[src/rtl/ref_qual_pkg.sv]
package ref_qual_pkg;
  localparam int unsigned TMR_W = 16;
  typedef logic [TMR_W-1:0] tmr_t;
endpackage

[src/rtl/qual_timer.sv]
// Counts ticks while run_i holds; done_o pulses on the limit-th tick.
module qual_timer #(
  parameter int unsigned W = 16
) (
  input  logic         clk_i,
  input  logic         rst_ni,
  input  logic         run_i,
  input  logic         tick_i,
  input  logic [W-1:0] limit_i,
  output logic         done_o
);
  logic [W-1:0] cnt_q;
  logic         off;

  assign off = (limit_i == '0) || !run_i;

  always_ff @(posedge clk_i or negedge rst_ni) begin
    if (!rst_ni) begin
      cnt_q  <= '0;
      done_o <= 1'b0;
    end else if (off) begin
      cnt_q  <= '0;
      done_o <= 1'b0;
    end else if (tick_i) begin
      if (cnt_q == limit_i - W'(1)) begin
        cnt_q  <= '0;
        done_o <= 1'b1;
      end else begin
        cnt_q  <= cnt_q + W'(1);
        done_o <= 1'b0;
      end
    end else begin
      done_o <= 1'b0;
    end
  end
endmodule

[src/rtl/ref_fault_state.sv]
// Qualified fault flag: raw fault sets at once, release by timer or force.
module ref_fault_state (
  input  logic clk_i,
  input  logic rst_ni,
  input  logic raw_fault_i,
  input  logic release_i,
  input  logic force_i,
  output logic fault_o
);
  always_ff @(posedge clk_i or negedge rst_ni) begin
    if (!rst_ni)                    fault_o <= 1'b1;
    else if (raw_fault_i)           fault_o <= 1'b1;
    else if (release_i || force_i)  fault_o <= 1'b0;
  end
endmodule

[src/rtl/ref_qual_timers.sv]
module ref_qual_timers
  import ref_qual_pkg::*;
#(
  parameter int unsigned TMR_W = ref_qual_pkg::TMR_W
) (
  input  logic             clk_i,
  input  logic             rst_ni,
  input  logic             tick_i,
  input  logic             raw_fault_i,
  input  logic [TMR_W-1:0] valid_to_i,
  input  logic [TMR_W-1:0] redet_to_i,
  input  logic             auto_mode_i,
  input  logic             force_valid_i,
  output logic             fault_o,
  output logic             redetect_o
);
  localparam int unsigned N_TMR = 2;
  localparam int unsigned T_VAL = 0;
  localparam int unsigned T_RDT = 1;

  logic [N_TMR-1:0] run;
  logic [N_TMR-1:0] done;
  logic [TMR_W-1:0] limit [N_TMR];

  assign run[T_VAL]   = fault_o && !raw_fault_i;
  assign run[T_RDT]   = fault_o && auto_mode_i;
  assign limit[T_VAL] = valid_to_i;
  assign limit[T_RDT] = redet_to_i;

  for (genvar g = 0; g < N_TMR; g++) begin : g_tmr
    qual_timer #(.W(TMR_W)) u_tmr (
      .clk_i  (clk_i),
      .rst_ni (rst_ni),
      .run_i  (run[g]),
      .tick_i (tick_i),
      .limit_i(limit[g]),
      .done_o (done[g])
    );
  end

  ref_fault_state u_state (
    .clk_i      (clk_i),
    .rst_ni     (rst_ni),
    .raw_fault_i(raw_fault_i),
    .release_i  (done[T_VAL]),
    .force_i    (force_valid_i),
    .fault_o    (fault_o)
  );

  assign redetect_o = done[T_RDT];
endmodule

[config.mk]
export PLATFORM = sky130hd
export DESIGN_NAME = ref_qual_timers
export DESIGN_NICKNAME = d
export VERILOG_FILES = /design/src/rtl/ref_qual_pkg.sv /design/src/rtl/qual_timer.sv /design/src/rtl/ref_fault_state.sv /design/src/rtl/ref_qual_timers.sv
export SDC_FILE = /design/constraint.sdc
export NUM_CORES = 1
export LEC_CHECK = 0
export BUFFER_PORTS_ARGS = -buffer_cell sky130_fd_sc_hd__buf_4
export CAP_MARGIN = 30
export CELL_PAD_IN_SITES_DETAIL_PLACEMENT = 0
export CELL_PAD_IN_SITES_GLOBAL_PLACEMENT = 1
export CORE_ASPECT_RATIO = 1.75
export CORE_MARGIN = 5
export CORE_UTILIZATION = 40
export CTS_CLUSTER_SIZE = 8
export DETAILED_ROUTE_END_ITERATION = 16
export PLACE_DENSITY_LB_ADDON = 0.1
export SETUP_SLACK_MARGIN = 0.15
export SLEW_MARGIN = 20
export SYNTH_ARGS = -nofsm -noshare
export SYNTH_HDL_FRONTEND = slang
export SYNTH_SLANG_ARGS = --single-unit
[constraint.sdc]
create_clock -name clk_i -period 2.4 [get_ports clk_i]
set_clock_uncertainty 0.1 [all_clocks]
set_input_delay 0.48 -clock clk_i [delete_from_list [all_inputs] [get_ports clk_i]]
set_output_delay 0.48 -clock clk_i [all_outputs]
set_load 0.005 [all_outputs]
==> reports/metrics.csv, run 1 <==
stage,metric,value,unit
status,outcome,"complete, but fails checks",
status,violations,negative setup slack,
cells_and_area,layout_commonest_cell,buf_4,
cells_and_area,final_cell_mix,"buf_4 (117), nand2_1 (36), dfrtp_1 (34), nor2_1 (31), xnor2_1 (29)",
hold_path,holdCritPathClass,input port to async pin,
job,drv_cap,0,
power,ir_worst_vdd,0.000255,V
power,intPower,1.38,mW
cells_and_area,drive_gt1_share,42.6,%
setup_path,cp.arrival,2.77,ns
routing,drtIter0Drc,166,
routing,drc,0,
sta,timing.fmax,0.370,GHz
cells_and_area,fin_nets,585,
power,p_seq_share,32.7,%
synth,synth_edf_count,0,
global_routing,grt_max_degree,36,
cts,ctsHtreeMaxLevel,2,
synth,syn_avg_cell_area,7.94,um2
sta,setup_tns,-5.80,ns
synth,synth_seq_cells,35,
cts,cts_tree,built,
setup_path,crit_slowest_cell,or4_4,
floorplanning,dieArea,0.0105,mm2
global_routing,grt_usage,20.5,%
placement,numPortBuffers,39,
synth,syn_area,0.00339,mm2
floorplanning,die_w,79.6,um
placement,dpl_cell_area,0.00447,mm2
sta,setup_viol,31,
cells_and_area,num-fill-cells,733,
floorplanning,coreArea,0.00831,mm2
cts,cts_made_buffers,5,
routing,drt-vias-per-instance,5.61,
placement,place_hpwl,8000,um
cts,cts-root-buf,clkbuf_16,
cts,clock_latency,0.28,ns
floorplanning,die_y,132,um
sta,setup_ws,-0.304,ns
cells_and_area,multi_input_area,0.00269,mm2
setup_path,critPathRequiredTime,2.47,ns
setup_path,cpMostUsedCell,buf_4,
sta,relSlewSlack,61.5,%
power,power_density,358,mW/mm2
global_routing,antenna_found_initial,0,
setup_path,critPathMaxFanout,4,
power,clkPwrFrac,45.9,%
power,power_frac_comb,21.5,%
cts,clock_sinks,35,
setup_path,path_cells,buf_6 > or4_4 > nor4_4 > buf_4 > mux2_4 > a31o_4 > a211oi_2 > buf_4 > a22oi_2 > a31o_2,
floorplanning,io_pins,40,
floorplanning,num_rows,44,
setup_path,startpoint_type,input port,
sta,whs,0.0489,ns
sta,finalMaxSlewViolations,0,
power,power_switching,0.468,mW
global_routing,grt_pass1_vias,3738,
power,p_leak,2.11,nW
global_routing,grt_pass1_wl,17200,um
cells_and_area,regArea,877,um2
routing,first_pass_iters,4,
cells_and_area,area_delta_synth_final,52.5,%
sta,rsz0062_at_grt,yes,
synth,synth_cell_types,64,
routing,wl,10700,um
placement,post-place-ws,-0.711,ns
sta,hold_viol,0,
sta,worst_pin_slew,0.573,ns
cells_and_area,diodes,0,
synth,ys.flop_type,dfrtp_1,
routing,via_count,3698,
floorplanning,start_util,40.8,%
synth,async_flop_share,100,%
synth,syn_nets,469,
setup_path,critPathKind,input port to flip-flop,
setup_path,slowest_delay,0.56,ns
synth,synth_warnings,0,
cells_and_area,stdcell_area,0.00517,mm2
setup_path,r2r_cells,6,
setup_path,crit_path_end_kind,flip-flop,
sta,post-route-min-period,2.70,ns
cts,clock_path_buffers,2,
cts,clk_pin_slew,0.06,ns
power,sw_frac_of_total,25.3,%
global_routing,globalRoute.totalOverflow,0,
routing,antenna_left,0,
synth,synth_seq_area_share,25.9,%
synth,synthCells,427,
routing,wire_per_inst,16.2,um
sta,post-route-period-util,113,%
power,power,1.85,mW
placement,gp_congestion,0.863,
worst max-delay path: cells and delay by family:
kind	cells	cell delay, ns
simple gates	2	0.84
buf+inv	3	0.43
mux	1	0.30
compound gates	4	0.69
sequential cells by signal (all words and copies together), names as in the netlist:
| signal | flops |
|---|---|
| u_state.fault_o | 1 |
| g_tmr.u_tmr.cnt_q | 32 |
| g_tmr.u_tmr.done_o | 2 |
cell type report:
| cell class | instances | area share, % |
|---|---|---|
| Sequential cell | 35 | 17.0 |
| Clock inverter | 3 | 1.31 |
| Clock buffer | 5 | 2.42 |
| Timing Repair Buffer | 141 | 23.4 |
| Inverter | 14 | 1.11 |
| Multi-Input combinational cell | 346 | 52.0 |
| Tap cell | 115 | 2.78 |
synthesized netlist by cell type (all sizes together), types with 5 or more instances:
cell type	count	area, um2
dfrtp	34	851
a211oi	7	57.6
nand2	37	139
a21oi	11	55.1
nor3	27	146
nand4	11	81.3
nor4	16	151
a31o	5	43.8
xor2	15	131
inv	13	48.8
nor2	34	128
a31oi	7	43.8
nor2b	9	56.3
o211ai	15	128
or4	9	75.1
buf	16	105
nand3b	7	52.6
o22ai	5	31.3
clkbuf	17	63.8
o21ai	13	65.1
xnor2	29	254
nand3	22	110
and3	11	68.8
stage by stage:
stage	utilization, %	std cells
2_1_floorplan	-	427
3_3_place_gp	53.8	639
3_5_place_dp	53.8	639
4_1_cts	59.8	655
5_1_grt	62.2	659
6_report	62.2	659
kinds of logic (layout without fill, tap and decap cells):
group	after synthesis	count (layout)	synth area share, %
buffers and inverters	47	163	6.53
muxes	5	5	1.55
DFF	35	35	25.9
xor gates and xnor gates	44	44	11.4
adders and majority gates	4	4	1.48
AOI/OAI and AO/OA	84	84	17.6
and+or+nand+nor	208	209	35.6
power groups by stage:
stage | Combinational [mW] | Clock [mW] | Sequential (mW)
floorplan | 0.161 | 0 | 0.614
global placement | 0.344 | 0 | 0.615
detailed placement | 0.349 | 0 | 0.615
CTS | 0.373 | 0.862 | 0.604
global route | 0.431 | 0.888 | 0.605
finish | 0.397 | 0.849 | 0.604
what timing repair did:
item | CTS | global route
gates cloned | 2 | 0
hold buffers | 0 | 0
resized for setup | 41 | 37
hold endpoints to repair | 0 | 0
buffers inserted | 6 | 4
endpoints found under the setup margin | 34 | 34
pin swaps | 20 | 18
layer usage:
metal  wire length, um  track usage [%]
met5                 0                0
met2              6060             39.5
met3               320             1.50
met4               555             12.2
met1              3740             20.3
final timing paths:
path | from | endpoint | slack (ns)
worst max-delay path | valid_to_i[3] | g_tmr[0].u_tmr.cnt_q[11] | -0.30
worst min-delay path | rst_ni | g_tmr[1].u_tmr.cnt_q[0] | 0.05
worst max register to register | g_tmr[0].u_tmr.cnt_q[2] | g_tmr[0].u_tmr.cnt_q[3] | -0.09
worst min register to register | g_tmr[0].u_tmr.done_o | u_state.fault_o | 0.42
max in group asynchronous | rst_ni | u_state.fault_o | 1.80
min in group clk_i | raw_fault_i | u_state.fault_o | 0.29
No activity file was read; power rests on OpenSTA's default activity.
==> run 2: changes to the inputs <==
--- a/config.mk
+++ b/config.mk
@@ -8,10 +8,10 @@
 export BUFFER_PORTS_ARGS = -buffer_cell sky130_fd_sc_hd__buf_4
 export CAP_MARGIN = 30
 export CELL_PAD_IN_SITES_DETAIL_PLACEMENT = 0
-export CELL_PAD_IN_SITES_GLOBAL_PLACEMENT = 1
+export CELL_PAD_IN_SITES_GLOBAL_PLACEMENT = 2
 export CORE_ASPECT_RATIO = 1.75
 export CORE_MARGIN = 5
-export CORE_UTILIZATION = 40
+export CORE_UTILIZATION = 32
 export CTS_CLUSTER_SIZE = 8
 export DETAILED_ROUTE_END_ITERATION = 16
 export PLACE_DENSITY_LB_ADDON = 0.1
==> reports/metrics.csv, run 2 (synthesis gave the netlist of run 1 again) <==
stage,metric,value,unit,change
cells_and_area,diodes,0,,unchanged
floorplanning,coreArea,0.0104,mm2,+25%
sta,relSlewSlack,67.2,%,+5.7 points
cells_and_area,reg_top3,"g_tmr.u_tmr.cnt_q x32, g_tmr.u_tmr.done_o x2, u_state.fault_o x1",,
routing,drc,0,,unchanged
cts,cts_made_buffers,5,,unchanged
sta,finalMaxSlewViolations,0,,unchanged
status,outcome,"complete, but fails checks",,
cts,cts_tree,built,,
global_routing,grt_pass1_vias,3807,,+1.8%
sta,post-route-min-period,2.70,ns,-0.00451 ns
floorplanning,die_y,146,um,+11%
placement,post-place-cells,656,,+2.7%
cts,clock_latency,0.28,ns,about the same
sta,rsz0062_at_grt,yes,,
job,drv_cap,0,,unchanged
cells_and_area,layout_commonest_cell,buf_4,,
sta,setup_viol,33,,+6.5%
global_routing,globalRoute.totalOverflow,0,,unchanged
power,power,1.67,mW,-10%
placement,numPortBuffers,39,,unchanged
floorplanning,num_rows,49,,+11%
setup_path,crit_slowest_cell,or4_4,,
floorplanning,die_w,87.8,um,+10%
setup_path,critPathBufInv,3,,unchanged
placement,place_hpwl,8450,um,+5.6%
cts,clk_pin_slew,0.06,ns,about the same
routing,wl,11500,um,+8.0%
cells_and_area,area_delta_synth_final,56.0,%,
sta,timing.fmax,0.370,GHz,+0.17%
setup_path,r2r_end,g_tmr[0].u_tmr.cnt_q[14],,
setup_path,crit_path_end_kind,flip-flop,,
cells_and_area,drive_gt1_share,42.5,%,-0.12 points
global_routing,grt_usage,17.6,%,-2.8 points
sta,setup_tns,-7.47,ns,-1.67 ns
global_routing,grt_max_degree,36,,unchanged
global_routing,grt_pass1_wl,17900,um,+4.4%
sta,hold_viol,0,,unchanged
setup_path,endpoint,g_tmr[0].u_tmr.cnt_q[12],,
setup_path,crit_family,simple AND/OR/NAND/NOR gates,,
routing,antenna_left,0,,unchanged
setup_path,critPathKind,input port to flip-flop,,
routing,wire_per_inst,16.9,um,+4.3%
cells_and_area,layout.cells.non_filler,682,,+3.5%
setup_path,startpoint_type,input port,,
power,ir_worst_vdd,0.000228,V,-11%
sta,whs,0.0576,ns,+0.00876 ns
routing,drt-vias-per-instance,5.50,,-2.0%
placement,gp_congestion,0.843,,-2.3%
cells_and_area,num-fill-cells,1020,,+39%
setup_path,slowest_delay,0.55,ns,about the same
setup_path,critPathRequiredTime,2.45,ns,-0.02 ns
setup_path,path_depth,10,,unchanged
routing,via_count,3751,,+1.4%
floorplanning,start_util,32.7,%,-8.1 points
floorplanning,io_pins,40,,unchanged
placement,dpl_cell_area,0.00452,mm2,+1.2%
status,violations,negative setup slack,,
power,p_leak,2.18,nW,+3.2%
power,power_density,315,mW/mm2,-12%
cells_and_area,stdcell_area,0.00529,mm2,+2.3%
setup_path,r2r_start,g_tmr[0].u_tmr.cnt_q[5],,
setup_path,critPathLaunch,valid_to_i[8],,
cells_and_area,fin_nets,596,,+1.9%
sta,worst_pin_slew,0.492,ns,-0.0810 ns
cells_and_area,largest_reg_flops,32,,unchanged
placement,post-place-ws,-0.745,ns,-0.0340 ns
cells_and_area,fin_util,51.0,%,-11 points
cts,holdBufCountCts,0,,unchanged
cells_and_area,top_register,g_tmr.u_tmr.cnt_q,,
sta,setup_ws,-0.299,ns,+0.00451 ns
cts,cts-root-buf,clkbuf_16,,
routing,first_pass_iters,8,,+4
cts,ctsHtreeMaxLevel,2,,unchanged
setup_path,r2r_cells,7,,+1
global_routing,antenna_found_initial,0,,unchanged
hold_path,holdCritPathClass,input port to async pin,,
setup_path,cp.arrival,2.75,ns,-0.02 ns
routing,drtIter0Drc,120,,-28%
cts,clock_sinks,35,,unchanged
setup_path,ff2ff_setup_slack,-0.17,ns,-0.08 ns
floorplanning,dieArea,0.0128,mm2,+22%
setup_path,path_cells,buf_6 > or4_4 > nor4_4 > buf_4 > mux2_4 > a31o_4 > a21o_4 > clkbuf_16 > o211ai_2 > a31oi_1,,
setup_path,critPathMaxFanout,9,,+5
cells_and_area,final_cell_mix,"buf_4 (128), nand2_1 (36), dfrtp_1 (34), nor2_1 (32), xnor2_1 (27)",,
cts,clock_path_buffers,2,,unchanged
sta,post-route-period-util,112,%,-0.19 points
[run 2: cell types whose count changed in the layout (fill, tap and decap cells not counted), moves of 3 or more]
cell     change
buf_4       +11
nor3_2      -10
nor3_4       +8
a22oi_1      +3
a22oi_2      -3
inv_1        +3
or4_4        +3
[run 2: power by group]
| part | internal (mW) | switching (mW) | total (mW) |
|---|---|---|---|
| registers | 0.597 | 0.00699 | 0.604 |
| clock network | 0.411 | 0.237 | 0.648 |
| logic | 0.200 | 0.214 | 0.413 |
| total | 1.21 | 0.458 | 1.67 |
[run 2: cell type report]
class / count / area (um2) / share of cell area, %
Inverter: 14 / 52.6 / 0.994
Timing Repair Buffer: 150 / 1280 / 24.3
Clock inverter: 1 / 5.00 / 0.0947
Sequential cell: 35 / 877 / 16.6
Tap cell: 127 / 159 / 3.01
Clock buffer: 7 / 143 / 2.70
Multi-Input combinational cell: 348 / 2770 / 52.4
[run 2: worst min-delay path by stage]
stage,start,end,slack (ns),cells past startpoint
after floorplan,rst_ni,g_tmr[0].u_tmr.cnt_q[0],0.08,0
after global placement,rst_ni,g_tmr[1].u_tmr.cnt_q[1],0.37,1
after detailed placement,rst_ni,g_tmr[1].u_tmr.cnt_q[1],0.38,1
after CTS,rst_ni,g_tmr[1].u_tmr.cnt_q[1],0.08,1
after global routing,rst_ni,g_tmr[1].u_tmr.cnt_q[1],0.11,1
final,rst_ni,g_tmr[1].u_tmr.cnt_q[1],0.06,1
[run 2: metal layers]
layer | vias to the layer above | track usage [%] | wire (um)
met5 | - | 0 | 0
met1 | 1819 | 17.9 | 4060
met2 | 60 | 34.7 | 6760
met4 | 0 | 8.37 | 515
met3 | 29 | 1.07 | 200
li1 | 1843 | - | -
[run 2: what timing repair did]
action                     in CTS  in global routing
pin swaps                      20                 16
setup endpoints to repair      34                 34
buffers inserted                8                  4
cloned                          3                  3
gates resized for setup        43                 35
